File: src/rtl/sar_conv_pkg.sv
package sar_conv_pkg;

  typedef enum logic {
    ST_IDLE = 1'b0,
    ST_CONV = 1'b1
  } conv_state_e;

  // Bit index at which a conversion ends for the selected length.
  function automatic int stop_index(input int width, input int short_bits, input logic short_mode);
    return short_mode ? (width - short_bits) : 0;
  endfunction

endpackage

File: src/rtl/sar_seq.sv
module sar_seq #(
  parameter int WIDTH      = 12,
  parameter int SHORT_BITS = 8,
  localparam int IDXW      = $clog2(WIDTH)
) (
  input  logic            clk,
  input  logic            rst,
  input  logic            start_i,
  input  logic            short_i,
  output logic            accept_o,
  output logic            busy_o,
  output logic            last_o,
  output logic            done_o,
  output logic            short_q_o,
  output logic [IDXW-1:0] idx_o
);
  import sar_conv_pkg::*;

  localparam logic [IDXW-1:0] TOP_IDX    = IDXW'(WIDTH - 1);
  localparam logic [IDXW-1:0] FULL_STOP  = IDXW'(stop_index(WIDTH, SHORT_BITS, 1'b0));
  localparam logic [IDXW-1:0] SHORT_STOP = IDXW'(stop_index(WIDTH, SHORT_BITS, 1'b1));

  conv_state_e     state_q;
  logic [IDXW-1:0] idx_q;
  logic            short_q;
  logic            done_q;
  logic [IDXW-1:0] stop_w;

  assign stop_w   = short_q ? SHORT_STOP : FULL_STOP;
  assign busy_o   = (state_q == ST_CONV);
  assign accept_o = (state_q == ST_IDLE) && start_i;
  assign last_o   = busy_o && (idx_q == stop_w);

  always_ff @(posedge clk) begin
    if (rst) begin
      state_q <= ST_IDLE;
      idx_q   <= '0;
      short_q <= 1'b0;
      done_q  <= 1'b0;
    end else begin
      done_q <= 1'b0;
      unique case (state_q)
        ST_IDLE: begin
          if (start_i) begin
            state_q <= ST_CONV;
            idx_q   <= TOP_IDX;
            short_q <= short_i;
          end
        end
        ST_CONV: begin
          if (last_o) begin
            state_q <= ST_IDLE;
            done_q  <= 1'b1;
          end else begin
            idx_q <= idx_q - 1'b1;
          end
        end
        default: state_q <= ST_IDLE;
      endcase
    end
  end

  assign done_o    = done_q;
  assign short_q_o = short_q;
  assign idx_o     = idx_q;

endmodule

File: src/rtl/sar_reg.sv
module sar_reg #(
  parameter int WIDTH = 12,
  localparam int IDXW = $clog2(WIDTH)
) (
  input  logic             clk,
  input  logic             rst,
  input  logic             accept_i,
  input  logic             busy_i,
  input  logic [IDXW-1:0]  idx_i,
  input  logic             comp_below_i,
  output logic [WIDTH-1:0] sar_o,
  output logic [WIDTH-1:0] trial_o
);

  function automatic logic [WIDTH-1:0] bit_mask(input logic [IDXW-1:0] idx);
    return {{(WIDTH-1){1'b0}}, 1'b1} << idx;
  endfunction

  logic [WIDTH-1:0] sar_q;

  always_ff @(posedge clk) begin
    if (rst) begin
      sar_q <= '0;
    end else if (accept_i) begin
      sar_q <= '0;
    end else if (busy_i) begin
      sar_q[idx_i] <= comp_below_i;
    end
  end

  assign sar_o   = sar_q;
  assign trial_o = busy_i ? (sar_q | bit_mask(idx_i)) : sar_q;

endmodule

File: src/rtl/sar_rdport.sv
module sar_rdport #(
  parameter int WIDTH      = 12,
  parameter int SHORT_BITS = 8,
  localparam int LOW       = WIDTH - SHORT_BITS
) (
  input  logic             busy_i,
  input  logic             chip_en_i,
  input  logic             byte_sel_i,
  input  logic [WIDTH-1:0] sar_i,
  output logic             oe_o,
  output logic [WIDTH-1:0] data_o
);

  logic [WIDTH-1:0] alt_w;

  generate
    if (LOW > 0) begin : g_low
      assign alt_w = {sar_i[LOW-1:0], {(WIDTH-LOW){1'b0}}};
    end else begin : g_nolow
      assign alt_w = sar_i;
    end
  endgenerate

  assign oe_o   = chip_en_i && !busy_i;
  assign data_o = !oe_o ? '0 : (byte_sel_i ? alt_w : sar_i);

endmodule

File: src/rtl/sar_conv_ctrl.sv
module sar_conv_ctrl #(
  parameter int WIDTH      = 12,
  parameter int SHORT_BITS = 8
) (
  input  logic             clk,
  input  logic             rst,
  input  logic             start_i,
  input  logic             short_i,
  input  logic             comp_below_i,
  input  logic             chip_en_i,
  input  logic             byte_sel_i,
  output logic [WIDTH-1:0] trial_o,
  output logic             busy_o,
  output logic             done_o,
  output logic             conv_clk_en_o,
  output logic             rd_oe_o,
  output logic [WIDTH-1:0] rd_data_o
);
  localparam int IDXW = $clog2(WIDTH);

  logic            accept_w;
  logic            last_w;
  logic            short_q;
  logic [IDXW-1:0] idx_w;
  logic [WIDTH-1:0] sar_q;

  sar_seq #(.WIDTH(WIDTH), .SHORT_BITS(SHORT_BITS)) seq_i (
    .clk(clk), .rst(rst), .start_i(start_i), .short_i(short_i),
    .accept_o(accept_w), .busy_o(busy_o), .last_o(last_w),
    .done_o(done_o), .short_q_o(short_q), .idx_o(idx_w)
  );

  sar_reg #(.WIDTH(WIDTH)) reg_i (
    .clk(clk), .rst(rst), .accept_i(accept_w), .busy_i(busy_o),
    .idx_i(idx_w), .comp_below_i(comp_below_i),
    .sar_o(sar_q), .trial_o(trial_o)
  );

  sar_rdport #(.WIDTH(WIDTH), .SHORT_BITS(SHORT_BITS)) rd_i (
    .busy_i(busy_o), .chip_en_i(chip_en_i), .byte_sel_i(byte_sel_i),
    .sar_i(sar_q), .oe_o(rd_oe_o), .data_o(rd_data_o)
  );

  assign conv_clk_en_o = busy_o;

endmodule

File: config.mk
export PLATFORM = sky130hd
export DESIGN_NAME = sar_conv_ctrl
export DESIGN_NICKNAME = d
export VERILOG_FILES = /design/src/rtl/sar_conv_pkg.sv /design/src/rtl/sar_seq.sv /design/src/rtl/sar_reg.sv /design/src/rtl/sar_rdport.sv /design/src/rtl/sar_conv_ctrl.sv
export SDC_FILE = /design/constraint.sdc
export NUM_CORES = 1
export LEC_CHECK = 0
export BUFFER_PORTS_ARGS = -buffer_cell sky130_fd_sc_hd__buf_2
export CAP_MARGIN = 10
export CELL_PAD_IN_SITES_DETAIL_PLACEMENT = 1
export CELL_PAD_IN_SITES_GLOBAL_PLACEMENT = 1
export CORE_MARGIN = 2
export CORE_UTILIZATION = 33
export CTS_CLUSTER_DIAMETER = 120
export DETAILED_ROUTE_END_ITERATION = 10
export PLACE_DENSITY_LB_ADDON = 0.1
export SLEW_MARGIN = 20
export SYNTH_ARGS = -nofsm -noshare
export SYNTH_HDL_FRONTEND = slang
export SYNTH_SLANG_ARGS = --single-unit
File: constraint.sdc
create_clock -name clk -period 1.6 [get_ports clk]
set_input_delay 0.16 -clock clk [delete_from_list [all_inputs] [get_ports clk]]
set_output_delay 0.16 -clock clk [all_outputs]
set_load 0.005 [all_outputs]
== Word level (Yosys, flattened, before mapping) ==
Index checks and enable logic that the tools add are counted.

* Output and inout port bits: 28
* Bits in registers: 19
* Logic and storage cells: 37
* Input bits: 7

* Magnitude comparators: 2
* Eq/ne operators: 3
* Add/sub/neg operators: 1
* Bitwise operators: 2
* Reduce and logical (&&, ||, !) cells: 9
* Shift-type cells: 1
* Mux-type cells: 14

{| class="wikitable"
|+ Operator list
! cell !! number
|-
| $mux W12 || 3
|-
| $bwmux W12 || 1
|-
| $or A12 B12 Y12 || 1
|-
| $shl A1 B4 Y12 const A || 1
|-
| $mux W4 || 2
|-
| $pmux W4 S2 || 1
|-
| $lt A4 B5 Y1 const B || 1
|-
| $demux W1 S4 || 1
|-
| $eq A4 B4 Y1 || 1
|-
| $ge A4 B1 Y1 const B || 1
|-
| $logic_and A1 B1 Y1 || 4
|-
| $mux W1 || 4
|-
| $ne A2 B2 Y1 const B || 2
|-
| $reduce_and A2 Y1 || 2
|-
| $reduce_or A2 Y1 || 2
|-
| $sub A4 B1 Y4 const B || 1
|-
| $mux W3 || 1
|-
| $pmux W1 S2 || 1
|-
| $logic_not A1 Y1 || 1
|-
| $not A1 Y1 || 1
|}

== Logic depth before layout (Yosys ltp) ==
* Word-level depth: 5
* Gate-level depth with buffers: 5
* Depth with buffers taken out: 5

== By module ==
From an unflattened synthesis, not the netlist that was laid out.

* Cell total of the unflattened synthesis: 130
* Area total of the unflattened synthesis: 1124.8 sq um

{| class="wikitable"
|+ By module, submodules not included
! module !! seq. area each (sq um) !! area each (sq um) !! times used !! cells an instance
|-
| sar_reg || 240.2 || 645.6 || 1 || 71
|-
| sar_seq || 140.1 || 326.6 || 1 || 38
|-
| sar_rdport || 0.0 || 145.1 || 1 || 20
|-
| sar_conv_ctrl || 0.0 || 7.5 || 1 || 1
|}

== Worst setup path before layout ==
Ideal clock, no wire load.

* Path kind: flip-flop to flip-flop
* From: register seq_i.idx_q[0] (netlist: seq_i.idx_o[0])
* To: register seq_i.idx_q[1] (netlist: seq_i.idx_o[1])
* Arrival: 1442 ps
* Stages on the path, launching flop included: 6
* Slack: 37 ps
* Library setup time: 121 ps
* Path buffers: 0
* Clock period less this slack: 1563 ps
* Required time: 1479 ps
* Cells stage by stage: dfxtp_1 -> inv_1 -> ha_1 -> nand2b_1 -> o21ai_0 -> mux2_2

* Cells in the longest elaborated chain, start to end: 4
* Elaborated cells on any way between the ends: 7
* Those cells by class: add/sub: 1; eq/ne: 2; mux: 2; reduce/logical: 2

{| class="wikitable"
|+ Ends and longest elaborated chain
! what !! line !! text
|-
| start: declaration || sar_seq.sv:24 || <nowiki>logic [IDXW-1:0] idx_q;</nowiki>
|-
| start signal: assignment || sar_seq.sv:55 || <nowiki>idx_q <= idx_q - 1'b1;</nowiki>
|-
| parallel branches: the longest is 4 deep, another holds $sub A4 B1 Y4 || -- ||
|}

Parallel ways; which one is timed is not known. The select of a mux whose other input is x is not followed.
A chain may end at the register's enable or synchronous reset.

== Final worst setup path ==
* From: register seq_i.state_q (netlist: seq_i.busy_o)
* To: output trial_o[9]

* Cells in the longest elaborated chain, start to end: 1

{| class="wikitable"
|+ Ends and longest elaborated chain
! what !! line !! text
|-
| start: declaration || sar_seq.sv:23 || <nowiki>conv_state_e state_q;</nowiki>
|-
| start signal: assignment || sar_seq.sv:36 || <nowiki>state_q <= ST_IDLE;</nowiki>
|-
| start signal: assignment || sar_seq.sv:45 || <nowiki>state_q <= ST_CONV;</nowiki>
|-
| start signal: assignment || sar_seq.sv:52 || <nowiki>state_q <= ST_IDLE;</nowiki>
|-
| $mux W12 || sar_reg.sv:32 || <nowiki>assign trial_o = busy_i ? (sar_q | bit_mask(idx_i)) : sar_q;</nowiki>
|-
| end: declaration || sar_conv_ctrl.sv:12 || <nowiki>output logic [WIDTH-1:0] trial_o,</nowiki>
|}

Every way passes these cells.

==> flow_metrics.tcl <==
set metrics [dict create \
    ys_types 28 \
    final_util_pct 46.9 \
    grt_pass1_wl_um 5460 \
    worst_pin_slew_ns 0.502 \
    cts_tree "built" \
    ys_warn_count 0 \
    finalHoldViolations 0 \
    firstDrtPassIters 4 \
    maxSlewViolCount 0 \
    cts-root-buf "clkbuf_4" \
    grt_setup_unrepaired "yes" \
    ant_nets 0 \
    area_growth_pct 36.0 \
    gr-total-overflow 0 \
    synth-seq-cells 19 \
    synth_enable_flop_cells 0 \
    core_um2 3360 \
    synth_largest_area_cell "dfxtp_1" \
    p_total_mw 1.15 \
    route.detailed.drc 0 \
    hold_class "in2reg" \
    clk_pin_slew_ns 0.12 \
    die_h_um 63.3 \
    cts_max_path_buffers 2 \
    reg2reg_from "seq_i.idx_o[0]" \
    syn_area_um2 1160 \
    synth_most_common_cell "dfxtp_1" \
    critPathMaxFanout 15 \
    wirelength_um 3250 \
    syn_area_per_cell_um2 8.53 \
    arrival_ns 1.35 \
    required_ns 1.44 \
    die_area_um2 4000 \
    cts_hold_buf 0 \
    endpoint_kind "output port" \
    cp-start-kind "flip-flop" \
    min_period_over_period_pct 94.6 \
    fin_skew_ns 0.00841 \
    grt_pass1_vias 1161 \
    insertion_delay_ns 0.30 \
    holdPathEnd "seq_i.short_q_o" \
    start_util_pct 34.5 \
    cap_violations 0 \
    cts_buffers 3 \
    drive_gt1_share_pct 42.5 \
    status "complete, no violations" \
    power.leakage_nw 0.792 \
    rows 21 \
    timing.rr.end "seq_i.idx_o[1]" \
    synthTopCellsByCount "19 x dfxtp_1, 16 x nor2_1, 13 x mux2i_1, 12 x nand2b_1" \
    relSlewSlack_pct 66.6 \
    setup_viol 0 \
    async_flop_share_pct 0 \
    syn_inst 136 \
    vias 1161 \
    cts_sinks 19 \
    hpwl_um 2480 \
    grt_use_total_pct 17.2 \
    nFillCells 439 \
    post-route-min-period_ns 1.51 \
    min-delay-start "short_i" \
    seq_area_frac_synth_pct 32.8 \
    grt_max_degree 16 \
    power_density_nw_per_um2 728 \
    n_antenna_cell 0 \
    rrSetupSlack_ns 0.09 \
    h-tree-depth 1 \
    via_per_inst 5.11 \
    drt_iter0_drc 42 \
    dp_cells 217 \
    fp.dieW_um 63.3 \
    io_buffers 34 \
    ir_drop_mv 0.389 \
    rr_worst_depth 5 \
    io_pins 35 \
    finalNonFillerCells 227 \
    ys_top_cells_by_area "dfxtp_1 33%, mux2i_1 11%, nand2b_1 6.5%" \
    clock.fmax_mhz 661 \
    synth.top_cell.area_share_pct 32.8 \
    grt_antenna_before_repair 0 \
    synth_ff_type "dfxtp_1" \
    hold_ws_ns 0.0929 \
    syn_nets 148 \
    crit_type "reg2out" \
    nNetsFinal 194 \
    wl_per_cell_um 14.3 \
    hold_depth 3 \
    gp_congestion 0.849 \
]
[how the worst max path moves through the flow]
| stage | startpoint | to |
|---|---|---|
| 2_1_floorplan | seq_i.idx_o[0] | seq_i.idx_o[1] |
| 3_3_place_gp | seq_i.idx_o[0] | seq_i.idx_o[2] |
| 3_5_place_dp | seq_i.idx_o[0] | seq_i.idx_o[2] |
| 4_1_cts | seq_i.idx_o[0] | trial_o[4] |
| 5_1_grt | seq_i.busy_o | trial_o[8] |
| 6_report | seq_i.busy_o | trial_o[9] |
[timing repair]
action | in CTS | in global routing
setup buffers | 3 | 4
pin swaps | 1 | 5
endpoints found under the setup margin | 20 | 20
resized for setup | 13 | 13
[routing by layer]
layer / wire [µm] / global-route usage (%) / part of all wire [%] / vias up
met4: 44 / 6.79 / 1.4 / 0
met3: 103 / 1.96 / 3.2 / 4
met1: 1420 / 19.6 / 44 / 565
li1: - / - / - / 567
met2: 1680 / 32.2 / 52 / 25
met5: 0 / 0 / 0 / -
[logic make-up after synthesis]
group	synth area share, %
and+or+nand+nor	28.9
AOI/OAI and AO/OA	13.5
DFF	32.8
buffers and inverters	6.47
muxes	12.2
adders and majority gates	5.39
xor gates and xnor gates	0.755
[layout by cell type, fill, tap and decap left out, drive strengths merged, types with 4 or more instances in the layout]
cell / Yosys / final
buf: 4 / 52
dfxtp: 19 / 19
nor2: 16 / 16
mux2i: 13 / 13
nand2b: 12 / 12
nand4b: 8 / 8
a21oi: 8 / 8
and2: 8 / 8
nand2: 6 / 6
inv: 5 / 5
ha: 5 / 5
a31o: 4 / 4
nand4: 4 / 4
o31ai: 4 / 4
[through the flow]
stage                     cell area (µm²)  worst slack, ns  TNS [ns]
after floorplan                      1160           0.0373         0
after global placement               1420            0.154         0
after detailed placement             1420           0.0699         0
after CTS                            1500          -0.0158   -0.0158
after global routing                 1580         -0.00696   -0.0131
final                                1580           0.0866         0
[power by group]
| part | total (mW) | internal, mW | switching, mW |
|---|---|---|---|
| logic | 0.361 | 0.171 | 0.189 |
| clock network | 0.256 | 0.0932 | 0.162 |
| registers | 0.532 | 0.499 | 0.0327 |
[critical path, cell delays in order (launching register included)]
cell and delay [ns]:
dfxtp_2 0.35, buf_4 0.11, buf_4 0.19, nand4b_1 0.18
nand2b_1 0.11, buf_2 0.11
[cell type report]
| class | instances | area (µm²) | area share [%] |
|---|---|---|---|
| clock buffer | 3 | 22.5 | 1.43 |
| sequential | 19 | 392 | 24.8 |
| timing repair buffer | 52 | 313 | 19.8 |
| multi-input combinational | 101 | 764 | 48.5 |
| inverter | 5 | 23.8 | 1.51 |
| tap | 46 | 57.6 | 3.65 |
| clock inverter | 1 | 5.00 | 0.317 |
[state kept, by name, indices dropped and copies added, names as in the netlist]
name             flops
seq_i.short_q_o      1
seq_i.done_o         1
seq_i.busy_o         1
reg_i.sar_o         12
seq_i.idx_o          4
No activity file was read; power rests on OpenSTA's default activity.
